<file path="src/rtl/nprs_pkg.sv">
package nprs_pkg;

    typedef enum logic [2:0] {
        ST_CMD_READ,
        ST_COL_LO,
        ST_COL_HI,
        ST_ROW,
        ST_TAIL,
        ST_CMD_CONF,
        ST_XFER
    } step_e;

    typedef enum logic [1:0] {
        PH_IDLE,
        PH_ISSUE,
        PH_WAIT,
        PH_CLEAR
    } phase_e;

    localparam logic [2:0] OPK_NONE = 3'b000;
    localparam logic [2:0] OPK_CMD  = 3'b001;
    localparam logic [2:0] OPK_ADDR = 3'b010;
    localparam logic [2:0] OPK_XFER = 3'b100;

    localparam logic [7:0] CMD_READ_SETUP   = 8'h00;
    localparam logic [7:0] CMD_READ_CONFIRM = 8'h30;
    localparam logic [7:0] ADDR_ZERO        = 8'h00;

    typedef struct packed {
        logic [2:0] kind;
        logic [7:0] data;
    } flash_op_t;

    // Bytes needed to hold (total_pages - 1), never fewer than one.
    function automatic int unsigned row_byte_count(input longint unsigned total_pages);
        longint unsigned v;
        int unsigned     n;
        n = 1;
        v = (total_pages - 1) >> 8;
        for (int i = 0; i < 8; i++) begin
            if (v != 0) begin
                n = n + 1;
                v = v >> 8;
            end
        end
        return n;
    endfunction

    function automatic int unsigned max_of(input int unsigned a, input int unsigned b);
        return (a > b) ? a : b;
    endfunction

    function automatic int unsigned width_of(input int unsigned n);
        return (n > 1) ? $clog2(n) : 1;
    endfunction

endpackage

</file>
<file path="src/rtl/nprs_step_plan.sv">
module nprs_step_plan
    import nprs_pkg::*;
#(
    parameter int unsigned PAGE_BYTES  = 2048,
    parameter int unsigned CHUNK_BYTES = 512,
    parameter int unsigned TOTAL_PAGES = 65536,
    parameter int unsigned PAGE_W      = 32,
    parameter int unsigned IDX_W       = 2
) (
    input  logic              clk,
    input  logic              rst,
    input  logic              load,
    input  logic              advance,
    input  logic [PAGE_W-1:0] page_num,
    output flash_op_t         op,
    output logic [IDX_W-1:0]  buf_idx,
    output logic              last
);
    localparam int unsigned NCHUNK = PAGE_BYTES / CHUNK_BYTES;
    localparam int unsigned ROW_N  = row_byte_count(longint'(TOTAL_PAGES));
    localparam int unsigned SUB_W  = width_of(max_of(ROW_N, NCHUNK)) + 1;
    localparam bit          LARGE  = (PAGE_BYTES > CHUNK_BYTES);
    localparam logic [PAGE_W-1:0] TOTAL_P  = PAGE_W'(TOTAL_PAGES);
    localparam logic [SUB_W-1:0]  ROW_LAST = SUB_W'(ROW_N - 1);
    localparam logic [SUB_W-1:0]  XFR_LAST = SUB_W'(NCHUNK - 1);

    step_e             step, step_nxt;
    logic [SUB_W-1:0]  sub, sub_nxt;
    logic [PAGE_W-1:0] row_sh;
    logic              row_ok;
    step_e             after_col;
    step_e             after_tail;

    // Geometry picks the successors of the column and trailing steps.
    generate
        if (LARGE) begin : g_large
            assign after_tail = ST_CMD_CONF;
        end else begin : g_small
            assign after_tail = ST_XFER;
        end
    endgenerate

    assign after_col = row_ok ? ST_ROW : ST_TAIL;

    always_ff @(posedge clk) begin
        if (rst) begin
            step   <= ST_CMD_READ;
            sub    <= '0;
            row_sh <= '0;
            row_ok <= 1'b0;
        end else if (load) begin
            step   <= ST_CMD_READ;
            sub    <= '0;
            row_sh <= page_num;
            row_ok <= (page_num <= TOTAL_P);
        end else if (advance) begin
            step <= step_nxt;
            sub  <= sub_nxt;
            if (step == ST_ROW) row_sh <= row_sh >> 8;
        end
    end

    always_comb begin
        step_nxt = step;
        sub_nxt  = '0;
        unique case (step)
            ST_CMD_READ: step_nxt = ST_COL_LO;
            ST_COL_LO:   step_nxt = LARGE ? ST_COL_HI : after_col;
            ST_COL_HI:   step_nxt = after_col;
            ST_ROW: begin
                if (sub == ROW_LAST) begin
                    step_nxt = ST_TAIL;
                end else begin
                    step_nxt = ST_ROW;
                    sub_nxt  = sub + 1'b1;
                end
            end
            ST_TAIL:     step_nxt = after_tail;
            ST_CMD_CONF: step_nxt = ST_XFER;
            ST_XFER: begin
                step_nxt = ST_XFER;
                sub_nxt  = sub + 1'b1;
            end
            default:     step_nxt = ST_CMD_READ;
        endcase
    end

    always_comb begin
        op = '{kind: OPK_NONE, data: 8'h00};
        unique case (step)
            ST_CMD_READ: op = '{kind: OPK_CMD,  data: CMD_READ_SETUP};
            ST_COL_LO:   op = '{kind: OPK_ADDR, data: ADDR_ZERO};
            ST_COL_HI:   op = '{kind: OPK_ADDR, data: ADDR_ZERO};
            ST_ROW:      op = '{kind: OPK_ADDR, data: row_sh[7:0]};
            ST_TAIL:     op = '{kind: OPK_ADDR, data: ADDR_ZERO};
            ST_CMD_CONF: op = '{kind: OPK_CMD,  data: CMD_READ_CONFIRM};
            ST_XFER:     op = '{kind: OPK_XFER, data: 8'h00};
            default:     op = '{kind: OPK_NONE, data: 8'h00};
        endcase
    end

    assign buf_idx = (step == ST_XFER) ? sub[IDX_W-1:0] : '0;
    assign last    = (step == ST_XFER) && (sub == XFR_LAST);

    // row bytes are only ever visited for an in-range page
    p_row_gate_r5: assert property (@(posedge clk) disable iff (rst)
        (step == ST_ROW) |-> row_ok);
    // row byte index stays inside the derived count
    p_row_count_r4: assert property (@(posedge clk) disable iff (rst)
        (step == ST_ROW) |-> (sub <= ROW_LAST));
    // chunk index stays inside the page
    p_xfer_bound_r8: assert property (@(posedge clk) disable iff (rst)
        (step == ST_XFER) |-> (sub <= XFR_LAST));

endmodule

</file>
<file path="src/rtl/nprs_phase_ctrl.sv">
module nprs_phase_ctrl
    import nprs_pkg::*;
(
    input  logic clk,
    input  logic rst,
    input  logic start,
    input  logic op_ready,
    input  logic last,
    output logic load,
    output logic issue,
    output logic advance,
    output logic clr,
    output logic done,
    output logic busy
);
    phase_e ph;

    always_ff @(posedge clk) begin
        if (rst) begin
            ph <= PH_IDLE;
        end else begin
            unique case (ph)
                PH_IDLE:  if (start) ph <= PH_ISSUE;
                PH_ISSUE: ph <= PH_WAIT;
                PH_WAIT:  if (op_ready) ph <= PH_CLEAR;
                PH_CLEAR: ph <= last ? PH_IDLE : PH_ISSUE;
                default:  ph <= PH_IDLE;
            endcase
        end
    end

    assign load    = (ph == PH_IDLE) && start;
    assign issue   = (ph == PH_ISSUE);
    assign clr     = (ph == PH_CLEAR);
    assign advance = clr && !last;
    assign done    = clr && last;
    assign busy    = (ph != PH_IDLE);

    // the flag is cleared only after it was seen set
    p_clr_after_ready_r9: assert property (@(posedge clk) disable iff (rst)
        clr |-> $past(op_ready));
    // completion is a single-cycle pulse followed by idle
    p_done_pulse_r10: assert property (@(posedge clk) disable iff (rst)
        done |=> (!done && !busy));
    // a running sequence is never restarted
    p_no_reload_r11: assert property (@(posedge clk) disable iff (rst)
        (busy && !done) |=> busy);

endmodule

</file>
<file path="src/rtl/nand_page_rd_seq.sv">
module nand_page_rd_seq
    import nprs_pkg::*;
#(
    parameter int unsigned PAGE_BYTES  = 2048,
    parameter int unsigned CHUNK_BYTES = 512,
    parameter int unsigned TOTAL_PAGES = 65536,
    parameter int unsigned PAGE_W      = 32,
    localparam int unsigned NCHUNK     = PAGE_BYTES / CHUNK_BYTES,
    localparam int unsigned IDX_W      = width_of(NCHUNK)
) (
    input  logic              clk,
    input  logic              rst,
    input  logic              start,
    input  logic [PAGE_W-1:0] page_num,
    output logic              busy,
    output logic              done,
    output logic [2:0]        op_type,
    output logic [7:0]        op_data,
    output logic [IDX_W-1:0]  op_buf_idx,
    input  logic              op_ready,
    output logic              op_clr
);
    flash_op_t cur_op;
    logic      load, issue, advance, last;

    nprs_phase_ctrl u_ctrl (
        .clk      (clk),
        .rst      (rst),
        .start    (start),
        .op_ready (op_ready),
        .last     (last),
        .load     (load),
        .issue    (issue),
        .advance  (advance),
        .clr      (op_clr),
        .done     (done),
        .busy     (busy)
    );

    nprs_step_plan #(
        .PAGE_BYTES  (PAGE_BYTES),
        .CHUNK_BYTES (CHUNK_BYTES),
        .TOTAL_PAGES (TOTAL_PAGES),
        .PAGE_W      (PAGE_W),
        .IDX_W       (IDX_W)
    ) u_plan (
        .clk      (clk),
        .rst      (rst),
        .load     (load),
        .advance  (advance),
        .page_num (page_num),
        .op       (cur_op),
        .buf_idx  (op_buf_idx),
        .last     (last)
    );

    assign op_type = issue ? cur_op.kind : OPK_NONE;
    assign op_data = issue ? cur_op.data : 8'h00;

    // at most one operation kind strobed at a time
    p_onehot_r9: assert property (@(posedge clk) disable iff (rst)
        $onehot0(op_type));
    // a strobe lasts one cycle, then the block waits for the flag
    p_one_outstanding_r9: assert property (@(posedge clk) disable iff (rst)
        (op_type != OPK_NONE) |=> (op_type == OPK_NONE));
    // completion coincides with a flag clear
    p_done_with_clr_r10: assert property (@(posedge clk) disable iff (rst)
        done |-> op_clr);

endmodule

</file>
<file path="config.mk">
export PLATFORM = sky130hd
export DESIGN_NAME = nand_page_rd_seq
export DESIGN_NICKNAME = d
export VERILOG_FILES = /design/src/rtl/nprs_pkg.sv /design/src/rtl/nprs_step_plan.sv /design/src/rtl/nprs_phase_ctrl.sv /design/src/rtl/nand_page_rd_seq.sv
export SDC_FILE = /design/constraint.sdc
export NUM_CORES = 1
export LEC_CHECK = 0
export BUFFER_PORTS_ARGS = -buffer_cell sky130_fd_sc_hd__buf_2
export CAP_MARGIN = 20
export CELL_PAD_IN_SITES_DETAIL_PLACEMENT = 1
export CELL_PAD_IN_SITES_GLOBAL_PLACEMENT = 1
export CORE_MARGIN = 4
export CORE_UTILIZATION = 37
export CTS_CLUSTER_DIAMETER = 60
export DETAILED_ROUTE_END_ITERATION = 7
export HOLD_SLACK_MARGIN = 0.03
export PLACE_DENSITY_LB_ADDON = 0.1
export SKIP_CTS_REPAIR_TIMING = 1
export SYNTH_ARGS = -nofsm -noshare
export SYNTH_HDL_FRONTEND = slang
export SYNTH_HIERARCHICAL = 1
export SYNTH_SLANG_ARGS = --single-unit
</file>
<file path="constraint.sdc">
create_clock -name clk -period 2 [get_ports clk]
set_input_delay 0.1 -clock clk [delete_from_list [all_inputs] [get_ports clk]]
set_output_delay 0.1 -clock clk [all_outputs]
set_load 0.02 [all_outputs]
</file>
==> impl_metrics.ini <==
[yosys]
ys_seq_area_share_pct = 34.9
synth_top_area_share_pct = 34.9
synth_nets = 299
ys_ff_latch = 41
ys_warn_count = 6
synth.lib_cells_used.distinct = 45
ys_async_sr_fraction_pct = 0
syn_area_per_cell_um2 = 9.23
post_synth_instance_area_um2 = 2350
syn_inst = 255
synth_top_flop_cell = dfxtp_1
synth_edf_count = 0
yosys-top-cells-area = dfxtp_1 35%, mux2_1 11%, mux2i_1 10%, and2_1 5.6%, nor2_1 4.9%
synth.largest_area_cell = dfxtp_1

[pwr]
p_per_area_nw_per_um2 = 905
p_clk_share_pct = 24.5
peakVddDrop_v = 0.000404
sw_frac_of_total_pct = 32.8
power_frac_comb_pct = 35.7
p_switching_uw = 872
power.total_mw = 2.65
p_leak_nw = 1.36
intPower_mw = 1.78
seq_power_share_pct = 39.8

[clock_tree]
htreeDepth = 2
clk_latency_ps = 290
cts_root_buf = clkbuf_8
cts.path.max_buffers = 2
cts_tree = built
clock_sinks = 41
clkTransAtPathRegs_ps = 80
cts_buffers = 5

[timing]
worst_pin_slew_ps = 485
skew_ps = 7.43
slew_violations = 0
period_share_pct = 98.3
rsz0062_at_grt = true
maxSlewHeadroom_pct = 67.4
setup_viol = 0
period_needed_ps = 1970
tns_ps = 0
fmax_mhz = 509
hold_viol_final = 0

[place]
dpl.cell_count = 374
portBuffers = 51
hpwl_mm = 4.35
place.gp.congestion = 0.712

[worst_setup_path]
cp_slowest_cell = dfxtp_4
crit_cells = 9
reg2reg_from = u_plan/sub[1]$_SDFFE_PP0P_
cp_top_family = simple AND/OR/NAND/NOR gates
path_max_fanout = 8
reg2reg_setup_slack_ps = 30
cp_common_cell = ha_4
worstSetupPathType = reg -> reg
r2r-end = u_plan/row_sh[21]$_SDFFE_PP0P_
slowest_delay_ps = 360
cp-end-kind = flop
reg2regPathDepth = 9
path_buf_inv = 1
arrival_ps = 2150
worst_setup_path_start_kind = flop
crit_chain = ha_4 -> ha_4 -> and2_4 -> nor2b_4 -> nand4b_4 -> clkbuf_16 -> mux2_1 -> mux2i_1 -> nor2_1
critPathRequiredTime_ps = 2180

[detailed_routing]
ant_nets = 0
routed_wl_mm = 5.88
via_per_inst = 5.03
drt_pass1_iterations = 4
post-route-drc-count = 0
wl_per_cell_um = 15.3
drt_iter0_drc = 63
num_vias = 1936

[job]
maxCapViolations = 0

[hold_path]
holdCritStartpoint = page_num[18]
holdPathEnd = u_plan/row_sh[18]$_SDFFE_PP0P_
min_path_cells = 3
min-delay-path-class = in -> reg

[floorplanning]
fp.dieW_um = 87.8
die_y_um = 87.8
num_rows = 28
dieArea_um2 = 7700
core_area_um2 = 6060
start_util_pct = 38.9
ioPinCount = 52

[global_route]
grt_pass1_wl_mm = 9.27
grt_antenna_before_repair = 0
grt_pass1_vias = 1937
grt_max_degree = 33
grt_usage_pct = 15.4
grt_overflow = 0

[cells_and_area]
postLayoutCoreUtil_pct = 48.4
drive_gt1_share_pct = 30.6
diodes = 0
layout_commonest_cell = buf_2
instances_no_fill = 385
final.fill_count = 731
final_cell_mix = 51 x buf_2, 38 x dfxtp_1, 31 x nor2_1, 24 x mux2i_1, 20 x and2_1
final_nets = 354
area_delta_synth_final_pct = 24.5

[run_status]
status = completed
[metal layers]
layer | global-route usage, % | part of all wire (%) | vias up
li1 | - | - | 986
met5 | 0 | 0 | -
met1 | 20.0 | 47 | 917
met2 | 26.2 | 49 | 26
met3 | 2.92 | 3.1 | 7
met4 | 3.77 | 1.1 | 0
[worst min-delay path, delay by kind of cell]
family	cells	cell delay [ps]
buf+inv	1	80
simple gates	1	70
mux	1	60
[state kept, by name, summed over array words and instances, names as in the netlist]
name           cells
u_plan/sub         3
u_ctrl/ph          2
u_plan/row_ok      1
u_plan/row_sh     32
u_plan/step        3
[cell type report]
cell class / count / area [um2] / share of cell area, %
Timing Repair Buffer: 66 / 419 / 14.3
Clock inverter: 2 / 35.0 / 1.19
Clock buffer: 5 / 68.8 / 2.35
Tap cell: 75 / 93.8 / 3.20
Inverter: 5 / 18.8 / 0.640
Sequential cell: 41 / 827 / 28.2
Multi-Input combinational cell: 191 / 1470 / 50.1
[stage by stage]
| step | hold slack [ps] | area (um2) | worst slack [ps] |
|---|---|---|---|
| floorplan | 169 | 2350 | 94.4 |
| global placement | 352 | 2690 | 100 |
| detailed placement | 362 | 2690 | 23.3 |
| CTS | 53.0 | 2800 | 8.12 |
| global route | 50.8 | 2930 | -45.7 |
| finish | 53.0 | 2930 | 33.8 |
[worst max-delay path by stage]
| stage | start | endpoint | slack, ps |
|---|---|---|---|
| global route | u_plan/sub[1]$_SDFFE_PP0P_ | u_plan/row_sh[8]$_SDFFE_PP0P_ | -50 |
| floorplan | u_plan/step[2]$_SDFFE_PP0P_ | u_plan/row_sh[16]$_SDFFE_PP0P_ | 90 |
| global placement | u_plan/sub[0]$_SDFFE_PP0P_ | u_plan/row_sh[22]$_SDFFE_PP0P_ | 100 |
| finish | u_plan/sub[1]$_SDFFE_PP0P_ | u_plan/row_sh[21]$_SDFFE_PP0P_ | 30 |
| detailed placement | u_plan/sub[1]$_SDFFE_PP0P_ | u_plan/row_sh[21]$_SDFFE_PP0P_ | 20 |
| CTS | u_plan/sub[1]$_SDFFE_PP0P_ | u_plan/row_sh[21]$_SDFFE_PP0P_ | 8 |
[logic make-up (layout without fill, tap and decap cells)]
kind of cell / count (synthesis) / in the layout / synth area share, %
XOR/XNOR: 2 / 2 / 0.744
buffers and inverters: 23 / 78 / 5.26
AO/OA/AOI/OAI: 28 / 28 / 7.33
AND/OR/NAND/NOR: 105 / 105 / 25.6
flip-flops: 41 / 41 / 34.9
multiplexers: 48 / 48 / 22.0
adder cells (fa/ha/maj): 8 / 8 / 4.25
[power by group through the flow]
stage | logic, mW | clock network (mW) | registers [mW]
detailed placement | 0.929 | 0 | 1.08
floorplan | 0.730 | 0 | 1.04
global route | 1.05 | 0.709 | 1.08
finish | 0.948 | 0.650 | 1.06
CTS | 0.938 | 0.664 | 1.06
global placement | 0.902 | 0 | 1.07
[synth_stat cells, types with 2 or more instances]
master    instances
nor3_1            2
nand4_1           2
nor2_1           31
and2_1           21
mux2i_1          24
nand3b_1         11
a21boi_1          2
inv_1             5
dfxtp_1          41
a21oi_1          14
nand2_1          13
mux2_4            2
mux2_1           22
buf_6             3
o31ai_1           2
nor4_1            7
ha_1              8
nand2b_1          4
clkbuf_1          7
buf_4             2
buf_2             6
a21o_1            2
nor2b_1           2
(Power assumes the default switching activity.)
